### src/rtl/pp_tlb_pkg.sv
package pp_tlb_pkg;
  localparam int VPN_W  = 21;
  localparam int ASID_W = 8;
  localparam int PFN_W  = 20;
  localparam int CA_W   = 3;
  localparam int WORD_W = PFN_W + CA_W + 3;

  typedef struct packed {
    logic [PFN_W-1:0] pfn;
    logic [CA_W-1:0]  cattr;
    logic             dirty;
    logic             valid;
  } half_t;

  typedef struct packed {
    logic [VPN_W-1:0]  mask;
    logic [VPN_W-1:0]  vpn;
    logic [ASID_W-1:0] asid;
    logic              glob;
    half_t             lo;
    half_t             hi;
  } entry_t;

  function automatic logic [WORD_W-1:0] pack_word(half_t h, logic g);
    return {h.pfn, h.cattr, h.dirty, h.valid, g};
  endfunction

  function automatic half_t unpack_word(logic [WORD_W-1:0] w);
    half_t h;
    h.pfn   = w[WORD_W-1 -: PFN_W];
    h.cattr = w[CA_W+2:3];
    h.dirty = w[2];
    h.valid = w[1];
    return h;
  endfunction
endpackage

### src/rtl/pp_tlb_entry.sv
module pp_tlb_entry
  import pp_tlb_pkg::*;
(
  input  logic              clk,
  input  logic              rst_n,
  input  logic              we,
  input  logic              flush,
  input  entry_t            wdata,
  input  logic [VPN_W-1:0]  lk_vpn,
  input  logic [ASID_W-1:0] lk_asid,
  input  logic [VPN_W-1:0]  pr_vpn,
  input  logic [ASID_W-1:0] pr_asid,
  output logic              lk_match,
  output logic              pr_match,
  output entry_t            q
);
  entry_t d;
  logic   en;

  function automatic logic cmp(logic [VPN_W-1:0] v, logic [ASID_W-1:0] a, entry_t e);
    return ((((v ^ e.vpn) & ~e.mask) == '0) && (e.glob || (a == e.asid)));
  endfunction

  always_comb begin
    en = flush | we;
    d  = q;
    if (flush)   d = '0;
    else if (we) d = wdata;
  end

  always_ff @(posedge clk or negedge rst_n) begin
    if (!rst_n)  q <= '0;
    else if (en) q <= d;
  end

  assign lk_match = cmp(lk_vpn, lk_asid, q);
  assign pr_match = cmp(pr_vpn, pr_asid, q);
endmodule

### src/rtl/pp_tlb_prio.sv
module pp_tlb_prio #(
  parameter int N  = 8,
  parameter int IW = 3
) (
  input  logic [N-1:0]  req,
  output logic          found,
  output logic [IW-1:0] idx
);
  always_comb begin
    found = 1'b0;
    idx   = '0;
    for (int i = N - 1; i >= 0; i--) begin
      if (req[i]) begin
        found = 1'b1;
        idx   = IW'(i);
      end
    end
  end
endmodule

### src/rtl/pp_tlb.sv
module pp_tlb
  import pp_tlb_pkg::*;
#(
  parameter int ENTRIES = 8,
  localparam int IDX_W  = (ENTRIES > 1) ? $clog2(ENTRIES) : 1,
  localparam int PIDX_W = IDX_W + 1
) (
  input  logic              clk,
  input  logic              rst_n,
  input  logic              lk_req,
  input  logic [VPN_W-1:0]  lk_vpn,
  input  logic [ASID_W-1:0] lk_asid,
  output logic              rsp_valid,
  output logic              rsp_hit,
  output logic [IDX_W-1:0]  rsp_idx,
  output logic [VPN_W-1:0]  rsp_mask,
  output logic [VPN_W-1:0]  rsp_vpn,
  output logic [ASID_W-1:0] rsp_asid,
  output logic              rsp_glob,
  output logic [WORD_W-1:0] rsp_lo_word,
  output logic [WORD_W-1:0] rsp_hi_word,
  input  logic [VPN_W-1:0]  prb_vpn,
  input  logic [ASID_W-1:0] prb_asid,
  output logic [PIDX_W-1:0] prb_idx,
  output logic              prb_miss,
  input  logic              wr_en,
  input  logic [PIDX_W-1:0] wr_idx,
  input  logic [VPN_W-1:0]  wr_mask,
  input  logic [VPN_W-1:0]  wr_vpn,
  input  logic [ASID_W-1:0] wr_asid,
  input  logic              wr_glob,
  input  logic [WORD_W-1:0] wr_lo_word,
  input  logic [WORD_W-1:0] wr_hi_word,
  input  logic              flush
);
  entry_t             ent_q [ENTRIES];
  entry_t             wdata;
  logic [ENTRIES-1:0] lk_vec, pr_vec, we_vec;
  logic               wr_ok;
  logic               lk_found, pr_found;
  logic [IDX_W-1:0]   lk_pidx, pr_pidx;
  entry_t             lk_sel;

  // write decode
  always_comb begin
    wr_ok       = wr_en && (wr_idx < PIDX_W'(ENTRIES));
    wdata.mask  = wr_mask;
    wdata.vpn   = wr_vpn;
    wdata.asid  = wr_asid;
    wdata.glob  = wr_glob;
    wdata.lo    = unpack_word(wr_lo_word);
    wdata.hi    = unpack_word(wr_hi_word);
  end

  for (genvar g = 0; g < ENTRIES; g++) begin : g_ent
    assign we_vec[g] = wr_ok && (wr_idx == PIDX_W'(g));
    pp_tlb_entry u_ent (
      .clk      (clk),
      .rst_n    (rst_n),
      .we       (we_vec[g]),
      .flush    (flush),
      .wdata    (wdata),
      .lk_vpn   (lk_vpn),
      .lk_asid  (lk_asid),
      .pr_vpn   (prb_vpn),
      .pr_asid  (prb_asid),
      .lk_match (lk_vec[g]),
      .pr_match (pr_vec[g]),
      .q        (ent_q[g])
    );
  end

  pp_tlb_prio #(.N(ENTRIES), .IW(IDX_W)) u_lk_prio (
    .req (lk_vec), .found (lk_found), .idx (lk_pidx)
  );
  pp_tlb_prio #(.N(ENTRIES), .IW(IDX_W)) u_pr_prio (
    .req (pr_vec), .found (pr_found), .idx (pr_pidx)
  );

  // probe result
  always_comb begin
    prb_miss = !pr_found;
    prb_idx  = pr_found ? {1'b0, pr_pidx} : '1;
  end

  // lookup next state
  always_comb begin
    lk_sel = lk_found ? ent_q[lk_pidx] : '0;
  end

  entry_t           rsp_ent;
  logic             rsp_hit_q;
  logic [IDX_W-1:0] rsp_idx_q;

  always_ff @(posedge clk or negedge rst_n) begin
    if (!rst_n) begin
      rsp_valid <= 1'b0;
      rsp_hit_q <= 1'b0;
      rsp_idx_q <= '0;
      rsp_ent   <= '0;
    end else begin
      rsp_valid <= lk_req;
      if (lk_req) begin
        rsp_hit_q <= lk_found;
        rsp_idx_q <= lk_found ? lk_pidx : '0;
        rsp_ent   <= lk_sel;
      end
    end
  end

  assign rsp_hit     = rsp_hit_q;
  assign rsp_idx     = rsp_idx_q;
  assign rsp_mask    = rsp_ent.mask;
  assign rsp_vpn     = rsp_ent.vpn;
  assign rsp_asid    = rsp_ent.asid;
  assign rsp_glob    = rsp_ent.glob;
  assign rsp_lo_word = pack_word(rsp_ent.lo, rsp_ent.glob);
  assign rsp_hi_word = pack_word(rsp_ent.hi, rsp_ent.glob);
endmodule

### config.mk
export PLATFORM = sky130hd
export DESIGN_NAME = pp_tlb
export DESIGN_NICKNAME = d
export VERILOG_FILES = /design/src/rtl/pp_tlb_pkg.sv /design/src/rtl/pp_tlb_entry.sv /design/src/rtl/pp_tlb_prio.sv /design/src/rtl/pp_tlb.sv
export SDC_FILE = /design/constraint.sdc
export NUM_CORES = 2
export LEC_CHECK = 0
export BUFFER_PORTS_ARGS = -buffer_cell sky130_fd_sc_hd__buf_4
export CORE_ASPECT_RATIO = 0.8
export CORE_MARGIN = 4
export CORE_UTILIZATION = 40
export CTS_BUF_LIST = sky130_fd_sc_hd__clkbuf_16
export DETAILED_ROUTE_END_ITERATION = 8
export GPL_ROUTABILITY_DRIVEN = 0
export PLACE_DENSITY = 0.59
export SLEW_MARGIN = 5
export SYNTH_ARGS = -nofsm -noshare
export SYNTH_HDL_FRONTEND = slang
export SYNTH_SLANG_ARGS = --single-unit
### constraint.sdc
create_clock -name clk -period 4.8 [get_ports clk]
set_input_delay 0 -clock clk [delete_from_list [all_inputs] [get_ports clk]]
set_output_delay 0 -clock clk [all_outputs]
set_load 0.02 [all_outputs]
* After elaboration in Yosys (flattened, before gate mapping) *
Cells that the tools add are included.

word-level totals
  word-level logic and storage cells = 314
  output and inout bits = 113
  input bits = 170
  register bits after elaboration = 914

cells by class
  equality and inequality tests = 23
  mux-type cells = 54
  bitwise logic cells = 49
  order comparisons = 2
  reductions and logical operators = 75

operators by type and width
  operator                                                   count
  2-to-1 mux 101 bit                                         19
  bitwise AND 21 bit                                         16
  zero test 21 bit                                           16
  XOR 21 bit                                                 16
  binary-select mux 101 bit (select 3 bit)                   1
  NOT 21 bit                                                 8
  equality test 8 bit                                        16
  2-to-1 mux 3 bit                                           17
  logical AND 1 bit                                          25
  equality test 4 x 3 -> 1 bit (second input constant)       4
  logical OR 1 bit                                           16
  2-to-1 mux 1 bit                                           16
  AND reduction 2 bit                                        8
  nonzero test 2 bit                                         8
  equality test 4 x 2 -> 1 bit (second input constant)       2
  OR 1 bit                                                   8
  equality test 4 x 1 -> 1 bit (second input constant)       1
  greater-or-equal comparator 4 bit (second input constant)  1
  zero test 4 bit                                            1
  < comparator 4 bit (second input constant)                 1
  2-to-1 mux 4 bit                                           1
  NOT 3 -> 4 bit                                             1
  zero test 1 bit                                            1

* Depth between registers and ports, before layout *
  word-level depth = 17
  depth in mapped cells = 14
  gate-level depth less buffers = 10

* Hierarchy *
From an unflattened synthesis, not the netlist that was laid out.

second synthesis, totals
  cells, all modules = 4536
  area total of the unflattened synthesis = 49518.7 um^2

modules (own cells, without submodules)
  module        cells each  seq. area each (um^2)  area each (um^2)  times used
  pp_tlb_entry  419         2527.4                 4767.1            8
  pp_tlb        1158        2652.5                 11222.0           1
  pp_tlb_prio   13          0.0                    80.1              2

* Worst setup path before layout *
No wires, ideal clock.

  kind = register to register
  start point = reg g_ent[7].u_ent.q[58] (netlist name)
  end point = reg rsp_ent, in the netlist rsp_mask[11]
  data required time = 4.659 ns
  period minus slack after synthesis = 2.573 ns
  arrival = 2.432 ns
  setup time = 0.141 ns
  buffers on the path = 2
  slack = 2.227 ns
  cell stages (with the launch flop) = 13
  cell sequence = dfrtp_1 > xor2_1 > nor4_1 > a41o_1 > nand4_1 > o211ai_2 > a21boi_1 > nor2_2 > buf_6 > buf_12 > mux2_4 > o21ai_1 > a31oi_1

on the way
  longest elaborated chain between the ends = 16
  elaborated cells between the ends (all ways) = 24
  those cells by class = eq/ne: 1; mux: 20; bitwise: 1; reduce/logical: 2

RTL lines
  what                                                   RTL line            text
  start, declared                                        pp_tlb_entry.sv:15  output entry_t q
  start signal, assigned                                 pp_tlb_entry.sv:32  if (!rst_n) q <= '0;
  start signal, assigned                                 pp_tlb_entry.sv:33  else if (en) q <= d;
  equality test 8 bit *                                  pp_tlb_entry.sv:21  return ((((v ^ e.vpn) & ~e.mask) == '0) && (e.glob || (a == e.asid)));
  logical OR 1 bit *                                     pp_tlb_entry.sv:21
  logical AND 1 bit *                                    pp_tlb_entry.sv:21
  2-to-1 mux 3 bit (8 in a row)                          pp_tlb_prio.sv:13   if (req[i]) begin
  NOT 3 -> 4 bit (not written as such)                   pp_tlb.sv:88        lk_sel = lk_found ? ent_q[lk_pidx] : '0;
  binary-select mux 101 bit (select 3 bit)               pp_tlb.sv:88
  2-to-1 mux 101 bit (not written as such) (2 in a row)  pp_tlb.sv:88
  2-to-1 mux 101 bit *                                   pp_tlb.sv:88
  end signal, assigned                                   pp_tlb.sv:106       rsp_ent <= lk_sel;
  end, declared                                          pp_tlb.sv:91        entry_t rsp_ent;

Every way passes the cells marked *; elsewhere a longest branch is shown, timed or not. The select of a mux whose other input is x is not followed.
A chain may end at the register's enable or synchronous reset.

* Worst setup path in the final report *
  start point = reg g_ent[1].u_ent.q[60] (netlist name)
  end point = reg rsp_ent, in the netlist rsp_lo_word[6]

on the way
  longest elaborated chain between the ends = 11
  elaborated cells between the ends (all ways) = 13
  those cells by class = mux: 8; bitwise: 3; reduce/logical: 2

RTL lines
  what                                                   RTL line
  start, declared                                        pp_tlb_entry.sv:15
  start signal, assigned                                 pp_tlb_entry.sv:32
  start signal, assigned                                 pp_tlb_entry.sv:33
  XOR 21 bit *                                           pp_tlb_entry.sv:21
  bitwise AND 21 bit *                                   pp_tlb_entry.sv:21
  zero test 21 bit *                                     pp_tlb_entry.sv:21
  logical AND 1 bit *                                    pp_tlb_entry.sv:21
  2-to-1 mux 3 bit (2 in a row)                          pp_tlb_prio.sv:13
  NOT 3 -> 4 bit (not written as such)                   pp_tlb.sv:88
  binary-select mux 101 bit (select 3 bit)               pp_tlb.sv:88
  2-to-1 mux 101 bit (not written as such) (2 in a row)  pp_tlb.sv:88
  2-to-1 mux 101 bit *                                   pp_tlb.sv:88

Marked as above.

==> results.cfg <==
[route]
first_pass_iters = 9
drc = 177
final_antenna_net_count = 0
wl_per_cell_um = 28.3
route.vias.total = 45800
drt_iter0_markers = 7106
viasPerCell = 6.07
drt_wl_total_mm = 213

[status]
violations = design-rule violations, negative hold slack
status = finished, violations left

[synthesis]
avgSynthCellArea_um2 = 8.43
yosysUniqueCellTypes = 53
synth_warnings = 0
synth_area_um2 = 49300
synth_edf_count = 0
yosys_most_used_dff = dfrtp_1
postSynthCellCount = 5849
synthArstFlopShare = 1.00
ys_ff_latch = 914
synth_nets = 6019
seq_area_frac_synth = 0.464

[global_routing]
grt_pass1_vias = 42300
antenna_found_initial = 22
grt_use_met3 = 0.123
grtUsageTotal = 0.319
overflow = 0
grt_pass1_wl_mm = 308
grt_max_degree = 171
grtUsageMet2 = 0.440
met1_usage = 0.453
busiest_layer = met1

[timing]
rsz0062_at_grt = false
setup_violations = 0
max_freq_mhz = 244
fin_crit_sh = 0.852
finalHoldViolCount = 6
period_minus_slack_ps = 4090
hold_ws_ps = -12.2
relSlewSlack = 0.222
worst_pin_slew_ps = 1170
slew_viol_final = 0
setup_tns_ps = 0
clock_skew_ps = 44.1

[final_layout]
post-route-util = 0.458
final_cells = 7547
nets = 6003
synthToLayoutAreaGrowth_pct = 12.9
final_cell_mix = nand2_1, dfrtp_1, a21oi_1, xnor2_1, buf_4
drive_gt1_frac = 0.108
final_area_um2 = 55700
layout_commonest_cell = nand2_1

[placement]
dp.cells = 7246
port_buffers = 280
placed_area_um2 = 51500
hpwl_mm = 133

[setup_path]
worstSetupPathType = register to register
required_ps = 5420
worstPathArrival_ps = 4710
critical_path.top_delay_family = simple AND/OR/NAND/NOR gates
critPathBufInv = 1
cp_max_fo = 26
critPathLaunchType = register
slowest_delay_ps = 780
crit_chain = xnor2_1, o22ai_1, nor3_1, nand4_1, nand2_1, or2_4, buf_4, a21oi_1, a21o_1, a31oi_1
cp_slowest_cell = nor3_1
endpoint_kind = register

[clocking]
cts_setup_buffers = 0
numCtsBuffers = 100
cts.clk_slew.worst_paths_ps = 60
tritoncts = built
insertion_delay_ps = 720
hold_buffers = 109
cts-root-buf = clkbuf_16
cts_resized = 0
clock_path_buffers = 3
cts.htree.levels = 3
cts_num_sinks = 914

[floorplanning]
num_rows = 114
die_w_um = 400
dieArea_um2 = 129000
ios = 283
die_y_um = 322
start_util = 0.406
core_area_um2 = 122000

[job]
maxCapViolations = 0

[worst_hold_path]
hp-class = primary input to async pin

[power_and_ir_drop]
total_power_uw = 17100
ir_drop_uv = 245
p_per_area_nw_per_um2 = 307
leakagePower_uw = 0.0218
[metrics by stage]
stage          worst slack (ps)  hold slack [ps]
3_3_place_gp               1000              147
4_1_cts                     998             3.27
2_1_floorplan              2230             -296
6_report                    708            -12.2
5_1_grt                     763             40.7
3_5_place_dp                989              147
[cell type report]
cell class,count,area (µm²)
fillers,11900,65900
multi-input cells,4344,23400
flip-flops and latches,914,22900
repair buffers,468,4270
clock buffers,100,2500
well taps,1624,2030
clock inverters,76,504
diodes,16,40.0
inverters,5,18.8
[metal layers]
metal | part of all wire | wire, µm
met3 | 0.14 | 29500
met4 | 0.044 | 9410
met5 | 0.00022 | 46
met1 | 0.41 | 88300
met2 | 0.40 | 86100
[cell usage after synthesis (3+ instances only)]
cell / number / area [µm²]
buf_1: 3 / 11.3
nand4_1: 7 / 43.8
o21ai_0: 3 / 15.0
a31o_2: 14 / 123
o22ai_1: 161 / 1010
o221ai_1: 90 / 788
a21oi_1: 884 / 4420
o21ai_1: 101 / 505
nor4_1: 62 / 388
a31oi_1: 193 / 1210
clkbuf_1: 365 / 1370
dfrtp_1: 914 / 22900
inv_1: 5 / 18.8
and2_1: 3 / 18.8
mux2_2: 12 / 135
nand2_1: 1968 / 7390
o221ai_2: 11 / 165
nor2_1: 123 / 462
and3_1: 8 / 50.1
nand3_1: 10 / 50.1
buf_2: 59 / 295
a21o_1: 64 / 480
buf_4: 125 / 938
buf_6: 22 / 248
nor4_2: 3 / 37.5
mux2_4: 85 / 1280
o22a_1: 5 / 43.8
nor3b_1: 3 / 22.5
a31o_1: 24 / 210
nand3b_1: 5 / 37.5
xnor2_1: 352 / 3080
and4_1: 3 / 26.3
buf_12: 10 / 200
a41o_1: 8 / 80.1
mux2i_1: 5 / 50.1
nor3_1: 9 / 45.0
xor2_1: 112 / 981
[worst paths after layout]
kind                                           start                    to  slack [ps]  depth (start not counted)
worst max-delay path            g_ent[1].u_ent.q[60]        rsp_lo_word[6]         710                         10
worst min-delay path                           rst_n  g_ent[2].u_ent.q[11]         -10                          2
worst max register to register  g_ent[1].u_ent.q[60]        rsp_lo_word[6]         710                         10
worst min register to register       rsp_hi_word[25]       rsp_hi_word[25]         510                          1
max in group asynchronous                      rst_n  g_ent[0].u_ent.q[86]        3510                          3
min in group clk                           wr_idx[3]  g_ent[0].u_ent.q[24]          50                          6
[cells by family (layout without fill, tap and decap cells)]
group | after synthesis | count (layout) | share of synthesized area
and+or+nand+nor | 2213 | 2213 | 0.176
AOI/OAI and AO/OA | 1565 | 1565 | 0.185
DFF | 914 | 914 | 0.464
buffers and inverters | 591 | 649 | 0.0630
xor gates and xnor gates | 464 | 464 | 0.0825
muxes | 102 | 102 | 0.0297
other | 0 | 16 | 0
[flip-flops by register name, indices dropped and copies added (netlist names)]
register	cells
rsp_hit	1
rsp_hi_word	25
rsp_lo_word	25
rsp_asid	8
rsp_idx	3
rsp_vpn	21
g_ent.u_ent.q	808
rsp_valid	1
rsp_mask	21
rsp_glob	1
[power by group]
| group | switching [µW] | internal (µW) |
|---|---|---|
| Sequential | 189 | 7840 |
| Clock | 3340 | 4030 |
| Combinational | 1120 | 555 |
Power figures use the tool's default switching activity.
